### config.mk
export PLATFORM = sky130hd
export DESIGN_NAME = xbus_ctrl
export DESIGN_NICKNAME = d
export VERILOG_FILES = /design/src/rtl/xbus_ctrl.sv
export SDC_FILE = /design/constraint.sdc
export NUM_CORES = 1
export LEC_CHECK = 0
export ABC_AREA = 1
export BUFFER_PORTS_ARGS = -buffer_cell sky130_fd_sc_hd__clkbuf_2
export CAP_MARGIN = 20
export CORE_AREA = 5 5 89 124
export CTS_BUF_LIST = sky130_fd_sc_hd__clkbuf_2
export DETAILED_ROUTE_END_ITERATION = 10
export DIE_AREA = 0 0 94 129
export PLACE_DENSITY = 0.78
export SETUP_SLACK_MARGIN = 0.1
export SLEW_MARGIN = 20
export SYNTH_ARGS = -nofsm -noshare
export SYNTH_HDL_FRONTEND = slang
export SYNTH_SLANG_ARGS = --single-unit
### constraint.sdc
create_clock -name clk -period 1.65 [get_ports clk]
set_clock_uncertainty 0.15 [all_clocks]
set_input_delay 0.0825 -clock clk [delete_from_list [all_inputs] [get_ports clk]]
set_output_delay 0.0825 -clock clk [all_outputs]
set_load 0.005 [all_outputs]
### src/rtl/xbus_ctrl.sv
`timescale 1ns/1ps
module xbus_ctrl #(
  parameter int NCS     = 4,
  parameter int AW      = 26,
  parameter int REG_LG2 = 24,
  parameter int WSW     = 3,
  parameter int FLW     = 2
)(
  input  logic                 clk,
  input  logic                 rst_n,
  input  logic                 req,
  input  logic                 req_we,
  input  logic                 req_hw,
  input  logic [AW-1:0]        req_addr,
  input  logic [15:0]          req_wdata,
  output logic                 rdy,
  output logic                 done,
  output logic                 err,
  output logic [15:0]          rdata,
  input  logic [NCS-1:0]       cfg_en,
  input  logic [NCS*(AW-REG_LG2)-1:0] cfg_base,
  input  logic [NCS-1:0]       cfg_wide,
  input  logic [NCS-1:0]       cfg_early,
  input  logic [NCS*WSW-1:0]   cfg_ws,
  input  logic [NCS*FLW-1:0]   cfg_flt,
  output logic [NCS-1:0]       xcs_n,
  output logic                 xrd_n,
  output logic                 xwr_n,
  output logic                 xub_n,
  output logic                 xlb_a0_n,
  output logic [REG_LG2-2:0]   xa,
  output logic [15:0]          xd_o,
  output logic                 xd_oe,
  input  logic [15:0]          xd_i,
  input  logic                 xwait_n
);
  localparam int BW   = AW - REG_LG2;
  localparam int CW   = (NCS > 1) ? $clog2(NCS) : 1;
  localparam int CNTW = WSW + 1;

  logic          hit;
  logic [CW-1:0] hit_idx;
  always_comb begin
    hit = 1'b0;
    hit_idx = '0;
    for (int i = NCS - 1; i >= 0; i--)
      if (cfg_en[i] && req_addr[AW-1:REG_LG2] == cfg_base[i*BW +: BW]) begin
        hit = 1'b1;
        hit_idx = CW'(i);
      end
  end

  wire [WSW-1:0] sel_ws  = cfg_ws[hit_idx*WSW +: WSW];
  wire [FLW-1:0] sel_flt = cfg_flt[hit_idx*FLW +: FLW];

  logic              acc, we_q, hw_q, wide_q, early_q, fst, beat, tog, ntog;
  logic              done_q, err_q;
  logic [CW-1:0]     cs_q;
  logic [REG_LG2-1:0] a_q;
  logic [WSW-1:0]    ws_q;
  logic [FLW-1:0]    flt_q, fcnt;
  logic [CNTW-1:0]   cnt;
  logic [15:0]       wd_q, rbuf;

  wire [REG_LG2-1:0] ea = {a_q[REG_LG2-1:1], a_q[0] | beat};
  wire last_beat = !(hw_q && !wide_q) || beat;
  wire half = (tog == ntog);
  wire [CNTW-1:0] reload = we_q ? CNTW'(ws_q) : CNTW'(ws_q) + CNTW'(2);

  assign rdy = !acc && (fcnt == '0);

  always_ff @(posedge clk or negedge rst_n) begin
    if (!rst_n) begin
      acc <= 1'b0; we_q <= 1'b0; hw_q <= 1'b0; wide_q <= 1'b0; early_q <= 1'b0;
      fst <= 1'b0; beat <= 1'b0; tog <= 1'b0; done_q <= 1'b0; err_q <= 1'b0;
      cs_q <= '0; a_q <= '0; ws_q <= '0; flt_q <= '0; fcnt <= '0; cnt <= '0;
      wd_q <= '0; rbuf <= '0;
    end else begin
      done_q <= 1'b0;
      err_q  <= 1'b0;
      fst    <= 1'b0;
      if (!acc) begin
        if (fcnt != '0) fcnt <= fcnt - 1'b1;
        if (req && rdy) begin
          if (hit) begin
            acc     <= 1'b1;
            fst     <= 1'b1;
            tog     <= ~tog;
            beat    <= 1'b0;
            cs_q    <= hit_idx;
            a_q     <= req_hw ? {req_addr[REG_LG2-1:1], 1'b0} : req_addr[REG_LG2-1:0];
            we_q    <= req_we;
            hw_q    <= req_hw;
            wide_q  <= cfg_wide[hit_idx];
            early_q <= cfg_early[hit_idx];
            ws_q    <= sel_ws;
            flt_q   <= sel_flt;
            wd_q    <= req_wdata;
            cnt     <= req_we ? CNTW'(sel_ws) : CNTW'(sel_ws) + CNTW'(2);
          end else begin
            done_q <= 1'b1;
            err_q  <= 1'b1;
          end
        end
      end else if (cnt != '0) begin
        if (!(cnt == CNTW'(1) && !xwait_n)) cnt <= cnt - 1'b1;
        if (cnt == CNTW'(1) && xwait_n && !we_q) begin
          if (wide_q)
            rbuf <= hw_q ? xd_i : {8'h00, ea[0] ? xd_i[15:8] : xd_i[7:0]};
          else if (beat)
            rbuf[15:8] <= xd_i[7:0];
          else
            rbuf <= {8'h00, xd_i[7:0]};
        end
      end else if (!last_beat) begin
        beat <= 1'b1;
        fst  <= 1'b1;
        tog  <= ~tog;
        cnt  <= reload;
      end else begin
        acc    <= 1'b0;
        done_q <= 1'b1;
        if (!we_q) fcnt <= flt_q;
      end
    end
  end

  always_ff @(negedge clk or negedge rst_n) begin
    if (!rst_n) ntog <= 1'b0;
    else        ntog <= tog;
  end

  wire [7:0] wb = (hw_q && beat) ? wd_q[15:8] : wd_q[7:0];

  assign done     = done_q;
  assign err      = err_q;
  assign rdata    = rbuf;
  assign xcs_n    = acc ? ~(NCS'(1) << cs_q) : '1;
  assign xa       = ea[REG_LG2-1:1];
  assign xlb_a0_n = !acc ? 1'b1 : (wide_q ? !(hw_q || !ea[0]) : ea[0]);
  assign xub_n    = !(acc && wide_q && (hw_q || ea[0]));
  assign xd_oe    = acc && we_q;
  assign xd_o     = (wide_q && hw_q) ? wd_q : {wb, wb};
  assign xwr_n    = !(acc && we_q && ((ws_q == '0) ? !half : (cnt != '0)));
  assign xrd_n    = !(acc && !we_q && (cnt != '0) && (early_q ? (half || !fst) : !fst));
endmodule

# ---- Yosys cells after proc, flatten, opt, wreduce, memory -nomap -nowiden
# Cells that the tools add are included.
dict set report op_classes {
  n_addsub 4
  order_cmp 1
  div_mod_pow 0
  eq_ne 13
  n_bitwise 4
  reduce_logical 48
  mux 61
  multipliers 1
  n_shift 3
}
# operator count
set op_table {}
lappend op_table {{two-way mux 16 bit} 3}
lappend op_table {{two-way mux 4 bit} 9}
lappend op_table {{two-way mux 1 bit} 34}
lappend op_table {{two-way mux 8 bit} 4}
lappend op_table {{logical AND 1 bit} 19}
lappend op_table {{two-way mux 2 bit} 9}
lappend op_table {{AND reduction 4 bit} 4}
lappend op_table {{zero test 1 bit} 12}
lappend op_table {{variable part select 12 x 5 -> 3 bit} 1}
lappend op_table {{adder 3 x 2 -> 4 bit (second input constant)} 2}
lappend op_table {{equality test 2 bit} 4}
lappend op_table {{!= test 2 bit (second input constant)} 4}
lappend op_table {{nonzero test 2 bit} 4}
lappend op_table {{variable part select 8 x 4 -> 2 bit} 1}
lappend op_table {{AND reduction 3 bit} 2}
lappend op_table {{binary-select mux 1 bit (select 2 bit)} 2}
lappend op_table {{equality test 4 x 1 -> 1 bit (second input constant)} 1}
lappend op_table {{logical OR 1 bit} 4}
lappend op_table {{multiplier 2 x 2 -> 4 bit (second input constant)} 1}
lappend op_table {{inverter 4 bit} 1}
lappend op_table {{nonzero test 4 bit} 1}
lappend op_table {{<< shifter 1 x 2 -> 4 bit (first input constant)} 1}
lappend op_table {{subtractor 4 x 1 -> 4 bit (second input constant)} 1}
lappend op_table {{zero test 3 bit} 1}
lappend op_table {{9 further kinds} 10}
dict set report word_totals {
  mem_bits_rw 0
  elab_cells 155
  regBits 80
  latchBits 0
  out_inout_bits 67
  mem_bits_ro 0
  inputBits 104
  mem_count 0
}

# ---- Longest topological paths before layout
# Gate-level depths: netlist of run 1.
dict set report depth {
  ltp_word 13
  mapped_depth 16
  depth_no_buf 15
}

==> impl_metrics.ini, run 1 <==
[run_status]
status = finished, violations left
violations = negative setup slack

[global_routing]
grt_usage_pct = 29.3
grt_first_pass_wirelength_mm = 27.9
overflow = 0
antenna_found_initial = 1
grt_max_degree = 80
grt_pass1_vias = 5931

[finish]
area_growth_pct = 90.3
fill_cells = 450
multi_input_area_um2 = 2880
num-nets-final = 1014
final_common_cell = clkbuf_2
register_area_um2 = 2010
fin_util_pct = 85.4
layout_common_cells = clkbuf_2 (168), nand2_1 (94), dlygate4sd3_1 (91)
layoutNonFillerInstCount = 1046
drive_above_1_share_pct = 54.0

[critical_path]
critical_path_required_ns = 1.42
cp.arrival_ns = 2.18
crit_fanout = 2
cp-start-kind = flop
path_class = reg2out
end_kind = primary output

[cts]
cts_sinks = 80
cts_tree = done
clockRootBuffer = clkbuf_2
ctsHtreeMaxLevel = 3
cts_buffer_depth = 2
clk_latency_ns = 0.55
path_clk_slew_ns = 0.33
cts-buffers-inserted = 9

[timing]
hold_viol = 0
setup_viol = 101
rsz0062_at_grt = yes
finalMaxSlewViolations = 0
maxSlewHeadroom_pct = 71.3
worstMarginPinSlew_ns = 0.430
whs_ns = 0.0446
finalWorstSetupSlack_ns = -0.766

[routing]
drt_iter0_markers = 520
routed_via_density = 5.66
first_pass_iters = 5
wirelength_mm = 22.5
ant_nets = 0
vias = 5917
drc = 0
drt-wirelength-per-cell_um = 21.5

[synth]
syn_nets = 696
synth_seq_area_share_pct = 45.6
synth_top_cell_area_share_pct = 45.0
synthTopCellsByArea = dfrtp_1 (45%), nand2_1 (17%), o21ai_0 (5.5%)
postSynthCellCount = 587
synth_cell_types = 36
syn_area_um2 = 4390
yosys_warnings = 0
synth_edf_count = 0
async_reset_ff_share_pct = 100
syn_avg_cell_area_um2 = 7.48
yosys.area.top_type = dfrtp_1
ys_ff_latch = 80
ys.flop_type = dfrtp_1

[power]
power.switching_w = 0.00653
power_density_nw_per_um2 = 1660
p_comb_share_pct = 62.4
internal_power_w = 0.00731
clkPwrFrac_pct = 9.7
switching_share_pct = 47.2
ir_worst_vdd_mv = 0.718
p_seq_share_pct = 27.9
leakagePower_nw = 4.32

[floorplanning]
die_y_um = 129
placementRows = 43
dieArea_um2 = 12100
start_util_pct = 44.9
io_pins = 171
die_x_um = 94
core_area_um2 = 9790

[placed_design]
dp_hpwl_mm = 9.59
io_buffers = 170
finalWeightedCongestion = 0.876
dp.cells = 883

[job]
drv_cap = 0

[hold_path]
min-delay-path-class = in2reg
logic make-up after synthesis:
logic type | count (synthesis) | synth area share [%]
AOI/OAI and AO/OA | 93 | 11.6
xor gates and xnor gates | 4 | 0.798
adders and majority gates | 5 | 1.42
buffers and inverters | 101 | 11.4
DFF | 80 | 45.6
and+or+nand+nor | 304 | 29.1
metrics by stage:
| stage | total power [W] | setup TNS (ns) | area (um^2) | setup WS, ns |
|---|---|---|---|---|
| after CTS | 0.0112 | -17.68 | 7560 | -0.787 |
| after global placement | 0.00813 | -6.51 | 5500 | -0.238 |
| after global routing | 0.0144 | -30.75 | 8360 | -0.871 |
| after floorplan | 0.00642 | -1.35 | 4450 | -0.132 |
| final | 0.0138 | -24.10 | 8360 | -0.766 |
| after detailed placement | 0.00832 | -10.90 | 5500 | -0.370 |
power groups by stage:
stage          Sequential (W)  Combinational [W]  Clock (W)
5_1_grt               0.00395            0.00907    0.00141
3_5_place_dp          0.00351            0.00481          0
3_3_place_gp          0.00346            0.00467          0
4_1_cts               0.00357            0.00638    0.00129
2_1_floorplan         0.00337            0.00305          0
6_report              0.00386            0.00864    0.00134
worst max-delay path, stage by stage, from the launching register on:
cell and delay (ns):
dfrtn_1 0.48, xnor2_2 0.13, nand4_1 0.10, nand3_1 0.08, clkbuf_2 0.11
state kept, by name, indices dropped and copies added (netlist names), 2 cells and up:
name and flops:
a_q 24, rdata 16, wd_q 16, cnt 4, ws_q 3, cs_q 2, fcnt 2, flt_q 2
synth_stat cells, types with 3 or more instances:
library cell and instances:
a21oi_1 17, ha_1 5, nand2_2 7, a31oi_1 20, nand3_1 24, inv_1 45
nand2_1 200, nor2_1 48, nand4_1 11, buf_4 24, nor2_2 3, inv_2 9
clkbuf_1 7, dfrtp_1 79, o21ai_0 48, buf_2 10
final cells by class:
type,instances,area share [%]
Multi-Input combinational cell,406,34.5
Timing Repair Buffer,349,34.4
Sequential cell,80,24.0
Inverter,56,3.05
Tap cell,135,2.02
Clock inverter,7,1.24
Clock buffer,9,0.539
Timing Repair inverter,3,0.254
Antenna cell,1,0.0299
worst paths after layout:
check                              from  endpoint  slack, ns  depth (start not counted)
setup / recovery                   ntog     xwr_n      -0.77                          4
hold / removal             req_addr[20]   a_q[20]       0.04                          4
setup reg to reg                fcnt[0]   a_q[16]      -0.27                         12
hold reg to reg                 a_q[14]   a_q[14]       0.40                          2
max in group asynchronous         rst_n       acc       0.51                          4
min in group asynchronous         rst_n   a_q[10]       0.43                          4
what timing repair did:
item / CTS / global route
gates resized for setup: 164 / 217
endpoints found under the setup margin: 90 / 105
hold buffers: 91 / 2
hold endpoints to repair: 154 / 3
pin swaps: 40 / 41
gates cloned: 13 / 3
setup buffers: 32 / 23
layer usage:
| metal | vias up | track usage [%] | share of wire (%) |
|---|---|---|---|
| met5 | - | 0 | 0 |
| met4 | 0 | 20.6 | 9.2 |
| met3 | 183 | 5.50 | 7.8 |
| met2 | 470 | 52.7 | 51 |
| met1 | 2755 | 29.9 | 32 |
| li1 | 2509 | - | - |
No activity file was read; power rests on OpenSTA's default activity.
==> run 2, diff against run 1 <==
--- a/config.mk
+++ b/config.mk
@@ -5,7 +5,6 @@
 export SDC_FILE = /design/constraint.sdc
 export NUM_CORES = 1
 export LEC_CHECK = 0
-export ABC_AREA = 1
 export BUFFER_PORTS_ARGS = -buffer_cell sky130_fd_sc_hd__clkbuf_2
 export CAP_MARGIN = 20
 export CORE_AREA = 5 5 89 124
@@ -13,6 +12,7 @@
 export DETAILED_ROUTE_END_ITERATION = 10
 export DIE_AREA = 0 0 94 129
 export PLACE_DENSITY = 0.78
+export RECOVER_POWER = 25
 export SETUP_SLACK_MARGIN = 0.1
 export SLEW_MARGIN = 20
 export SYNTH_ARGS = -nofsm -noshare
==> run 2 against run 1 <==
Net effect:
- the run still ends with negative setup slack left
- worst setup slack worse by 0.27 ns
- synthesized area down 0.43%
- final cell count down 8.6%
- sequential share of layout area down 0.064 points
- synthesized cell count down 19%
- critical path depth unchanged
- via count down 6.3%
- global-route usage down 0.77 points
- clock power down 16%
- worst hold slack worse by 0.022 ns
- design area about the same
- critical path type unchanged
- largest cell class is now buffers
- highest routed layer unchanged
==> impl_metrics.ini, run 2 <==
[timing]
finalMaxSlewViolations = 0
maxSlewHeadroom_pct = 51.4
rsz0062_at_grt = yes
whs_ns = 0.0228
finalWorstSetupSlack_ns = -1.04
worstMarginPinSlew_ns = 0.729
setup_viol = 104
hold_viol = 0

[critical_path]
cp_top_family = flip-flops
cp-start-kind = flop
slowest_stage = dfrtn_1
end_kind = primary output
critical_path_required_ns = 1.42
critPathBufInv = 1
cp.arrival_ns = 2.46
path_cells = xnor2_2 -> nand2_1 -> a211o_1 -> clkbuf_2
max_stage_delay_ns = 0.49
crit_fanout = 2
path_class = reg2out

[floorplanning]
die_y_um = 129
io_pins = 171
core_area_um2 = 9790
die_x_um = 94
dieArea_um2 = 12100
start_util_pct = 44.7
placementRows = 43

[global_routing]
grt_usage_pct = 28.5
overflow = 0
grt_first_pass_wirelength_mm = 26.9
grt_max_degree = 80
grt_pass1_vias = 5514
antenna_found_initial = 1

[cts]
cts_sinks = 80
clockRootBuffer = clkbuf_2
cts-buffers-inserted = 9
cts_tree = done
clk_latency_ns = 0.57
ctsHtreeMaxLevel = 3
cts_buffer_depth = 2
path_clk_slew_ns = 0.20

[power]
clkPwrFrac_pct = 9.0
power_w = 0.0125
power_density_nw_per_um2 = 1500
switching_share_pct = 43.7
ir_worst_vdd_mv = 0.692
p_comb_share_pct = 61.1
p_seq_share_pct = 29.9
leakagePower_nw = 4.19
internal_power_w = 0.00706
power.switching_w = 0.00548

[routing]
routed_via_density = 5.80
drt-wirelength-per-cell_um = 24.1
first_pass_iters = 6
vias = 5542
wirelength_mm = 23.0
drc = 0
ant_nets = 0
drt_iter0_markers = 439

[synth]
syn_avg_cell_area_um2 = 9.15
synth_most_common_cell = nand2_1
synth_cell_types = 62
synth_common_cells = nand2_1 (149), dfrtp_1 (79), buf_4 (29)
synth_seq_area_share_pct = 45.8
synth_edf_count = 0
synth_top_cell_area_share_pct = 45.2
async_reset_ff_share_pct = 100
ys.flop_type = dfrtp_1
yosys_warnings = 0
ys_ff_latch = 80
synthTopCellsByArea = dfrtp_1 (45%), nand2_1 (13%), buf_4 (5.0%)
syn_nets = 587
yosys.area.top_type = dfrtp_1
postSynthCellCount = 478
syn_area_um2 = 4370

[finish]
final_area_um2 = 8360
fin_util_pct = 85.4
layout_common_cells = clkbuf_2 (168), dlygate4sd3_1 (87), dfrtp_1 (78)
area_growth_pct = 91.1
final_common_cell = clkbuf_2
num-nets-final = 923
largest_register = a_q
drive_above_1_share_pct = 60.7
largest_register_ff_count = 24

[placed_design]
io_buffers = 170
dp_hpwl_mm = 9.29
placed_cell_area_um2 = 5630
pre_cts_ws_ns = -0.447
finalWeightedCongestion = 0.819

[run_status]
status = finished, violations left
violations = negative setup slack

[hold_path]
min-delay-path-class = in2reg

[job]
drv_cap = 0
==> run 2: cell count changes after synthesis, moves of 18 or more <==
cell     delta
mux2i_1    +18
nand2_1    -51
nand3_1    -19
nor2_1     -26
inv_1      -37
o21ai_0    -39
==> run 2: repair_timing <==
action	in CTS	in global routing
hold buffers	87	0
pin swaps	35	36
endpoints found under the hold margin	153	0
endpoints found under the setup margin	105	106
resized for setup	139	185
setup buffers	32	23
cloned	9	4
==> run 2: stage by stage <==
stage                     instances  setup TNS [ns]
after floorplan                 478           -5.73
after global placement          791          -12.21
after detailed placement        791          -16.86
after CTS                       934          -23.60
after global routing            955          -44.77
final                           956          -40.34
==> run 2: worst paths after layout <==
check,startpoint,end,slack [ns],cells after the start
setup / recovery,ntog,xrd_n,-1.04,4
hold / removal,cfg_ws[10],ws_q[1],0.02,5
setup reg to reg,cnt[0],cnt[3],-0.75,10
hold reg to reg,a_q[1],a_q[1],0.36,2
max in group asynchronous,rst_n,acc,0.04,4
min in group asynchronous,rst_n,ntog,0.52,2
==> run 2: power groups by stage <==
stage	logic, W	clock network [W]	registers [W]
after floorplan	0.00271	0	0.00333
after global placement	0.00418	0	0.00337
after detailed placement	0.00432	0	0.00344
after CTS	0.00580	0.00107	0.00342
after global routing	0.00798	0.00122	0.00381
final	0.00767	0.00113	0.00375
==> run 2: cell type report <==
type	count	area, um^2
clock buffer	10	50.0
fill	480	1430
clock inverter	6	58.8
inverter	8	33.8
antenna	2	5.00
timing repair buffer	374	3100
tap	135	169
sequential	80	2000
multi-input combinational	341	2940
==> run 2: per-layer routing <==
layer | share of wire [%] | GRT usage (%)
met1 | 31 | 29.3
met2 | 51 | 53.0
met3 | 8.3 | 5.44
met4 | 9.4 | 16.2
met5 | 0 | 0
==> run 2: cells by family (layout without fill, tap and decap cells) <==
kind of cell | count (synthesis) | after routing | synth area share, %
buffers and inverters | 58 | 398 | 8.41
DFF | 80 | 80 | 45.8
muxes | 34 | 34 | 8.24
and+or+nand+nor | 216 | 217 | 21.8
adders and majority gates | 5 | 5 | 1.43
other | 0 | 2 | 0
AOI/OAI and AO/OA | 73 | 73 | 11.6
xor gates and xnor gates | 12 | 12 | 2.75
==> run 2: worst min-delay path, stage by stage <==
cell	delay, ns
clkbuf_2	0.08
o311a_1	0.19
o22ai_2	0.09
buf_4	0.14
o21ai_2	0.13
==> run 3, diff against run 2 <==
--- a/config.mk
+++ b/config.mk
@@ -7,10 +7,10 @@
 export LEC_CHECK = 0
 export BUFFER_PORTS_ARGS = -buffer_cell sky130_fd_sc_hd__clkbuf_2
 export CAP_MARGIN = 20
-export CORE_AREA = 5 5 89 124
+export CORE_AREA = 5 5 123 90
 export CTS_BUF_LIST = sky130_fd_sc_hd__clkbuf_2
 export DETAILED_ROUTE_END_ITERATION = 10
-export DIE_AREA = 0 0 94 129
+export DIE_AREA = 0 0 128 95
 export PLACE_DENSITY = 0.78
 export RECOVER_POWER = 25
 export SETUP_SLACK_MARGIN = 0.1
==> run 3 against run 2 <==
Net effect:
- the flow still finishes with violations (negative setup slack)
- global-route usage up 0.62 points
- via count down 6.7%
- routed wire length down 14%
- utilization down 0.78 points
- sequential power about the same
- final cell count down 0.84%
- flip-flop and latch count unchanged
- critical path type unchanged
- critical endpoint unchanged
==> impl_metrics.ini, run 3 (synthesized netlist as in run 2, its figures left out) <==
[critical_path]
path_class = reg2out
worstReg2RegEnd = cnt[3]
cp.arrival_ns = 2.33
r2r_cells = 12
crit_fanout = 2
regToRegSetupSlack_ns = -0.73
end_kind = primary output
cp-start-kind = flop
critical_path_required_ns = 1.42
r2r-start = cnt[1]

[cts]
cts_tree = done
cts_sinks = 80
ctsHtreeMaxLevel = 3
cts-buffers-inserted = 9
clk_latency_ns = 0.55
cts_hold_buffers = 87
clockRootBuffer = clkbuf_2
path_clk_slew_ns = 0.22
cts_buffer_depth = 2

[floorplanning]
die_y_um = 95
placementRows = 31
die_x_um = 128
start_util_pct = 44.1
core_area_um2 = 9930
dieArea_um2 = 12200
io_pins = 171

[routing]
drc = 0
wirelength_mm = 19.7
first_pass_iters = 5
routed_via_density = 5.45
drt-wirelength-per-cell_um = 20.8
vias = 5168
ant_nets = 0
drt_iter0_markers = 363

[placed_design]
pre_cts_ws_ns = -0.423
finalWeightedCongestion = 0.860
io_buffers = 170
dp_hpwl_mm = 9.33

[timing]
finalMaxSlewViolations = 0
hold_viol = 0
rsz0062_at_grt = yes
whs_ns = 0.0252
worstMarginPinSlew_ns = 0.745
maxSlewHeadroom_pct = 50.3
setup_viol = 103
finalWorstSetupSlack_ns = -0.916

[global_routing]
busiest_layer = met2
antenna_found_initial = 0
gr-usage-met1_pct = 33.0
met3_usage_pct = 7.74
grt_use_met2_pct = 52.2
grt_pass1_vias = 5395
grt_usage_pct = 29.1
grt_first_pass_wirelength_mm = 27.4
overflow = 0
grt_max_degree = 80

[finish]
layout_common_cells = clkbuf_2 (173), dlygate4sd3_1 (87), dfrtp_1 (78)
num-nets-final = 920
final_common_cell = clkbuf_2
area_growth_pct = 92.0
antenna_cells = 0
drive_above_1_share_pct = 60.9
largest_register_ff_count = 24
largest_register = a_q

[hold_path]
min-delay-path-class = in2reg
whs_path_depth = 6
holdPathEnd = cs_q[0]
worstHoldStart = cfg_en[0]

[power]
leakagePower_nw = 4.26
ir_worst_vdd_mv = 0.956
power_density_nw_per_um2 = 1430
power_w = 0.0120

[run_status]
violations = negative setup slack
status = finished, violations left

[job]
drv_cap = 0
==> run 3: changes by cell type in the layout (fill, tap and decap cells not counted), moves of 11 or more <==
cell | previous run | this run
nand2_4 | 24 | 50
nand2_1 | 62 | 40
buf_4 | 54 | 65
buf_6 | 43 | 24
==> run 3: routing by layer <==
| layer | wire length, um | part of all wire [%] |
|---|---|---|
| met1 | 7360 | 37 |
| met2 | 10400 | 53 |
| met3 | 1280 | 6.5 |
| met4 | 707 | 3.6 |
| met5 | 0 | 0 |
==> run 3: critical path: stages (launching register included) <==
cell and delay [ns]:
dfrtn_1 0.45, xnor2_1 0.14, nand2_1 0.07, a211o_1 0.26
clkbuf_2 0.12
==> run 3: power breakdown <==
group          switching, W  leakage [nW]  internal, W
Clock              0.000696        0.0731     0.000350
Combinational       0.00334          3.19      0.00388
Sequential         0.000909          1.00      0.00282
==> run 3: cell type report <==
type / count / area (um^2)
Tap cell: 132 / 165
Multi-Input combinational cell: 341 / 3020
Fill cell: 508 / 1530
Sequential cell: 80 / 2000
Inverter: 8 / 35.0
Clock inverter: 5 / 48.8
Clock buffer: 11 / 55.1
Timing Repair Buffer: 371 / 3070
==> run 3: how the worst max path moves through the flow <==
| stage | start | end | slack, ns | depth (start not counted) |
|---|---|---|---|---|
| 4_1_cts | ntog | xrd_n | -0.94 | 4 |
| 3_5_place_dp | req_addr[24] | cnt[2] | -0.42 | 8 |
| 6_report | ntog | xrd_n | -0.92 | 4 |
| 3_3_place_gp | ntog | xrd_n | -0.36 | 4 |
| 5_1_grt | ntog | xrd_n | -1.02 | 4 |
| 2_1_floorplan | cnt[0] | cnt[3] | -0.40 | 8 |
==> run 3: what timing repair did <==
item,in CTS,in global routing
setup buffers,27,20
hold endpoints to repair,152,1
endpoints found under the setup margin,105,106
pin swaps,60,69
gates resized for setup,174,143
cloned,14,0
==> run 3: stage by stage <==
stage | utilization, % | cells | setup TNS, ns | area, um^2
floorplan | - | 478 | -5.73 | 4530
global placement | 57.1 | 790 | -17.88 | 5670
detailed placement | 57.1 | 790 | -21.19 | 5670
CTS | 78.6 | 934 | -26.50 | 7800
global route | 84.6 | 948 | -42.03 | 8400
finish | 84.6 | 948 | -35.04 | 8400
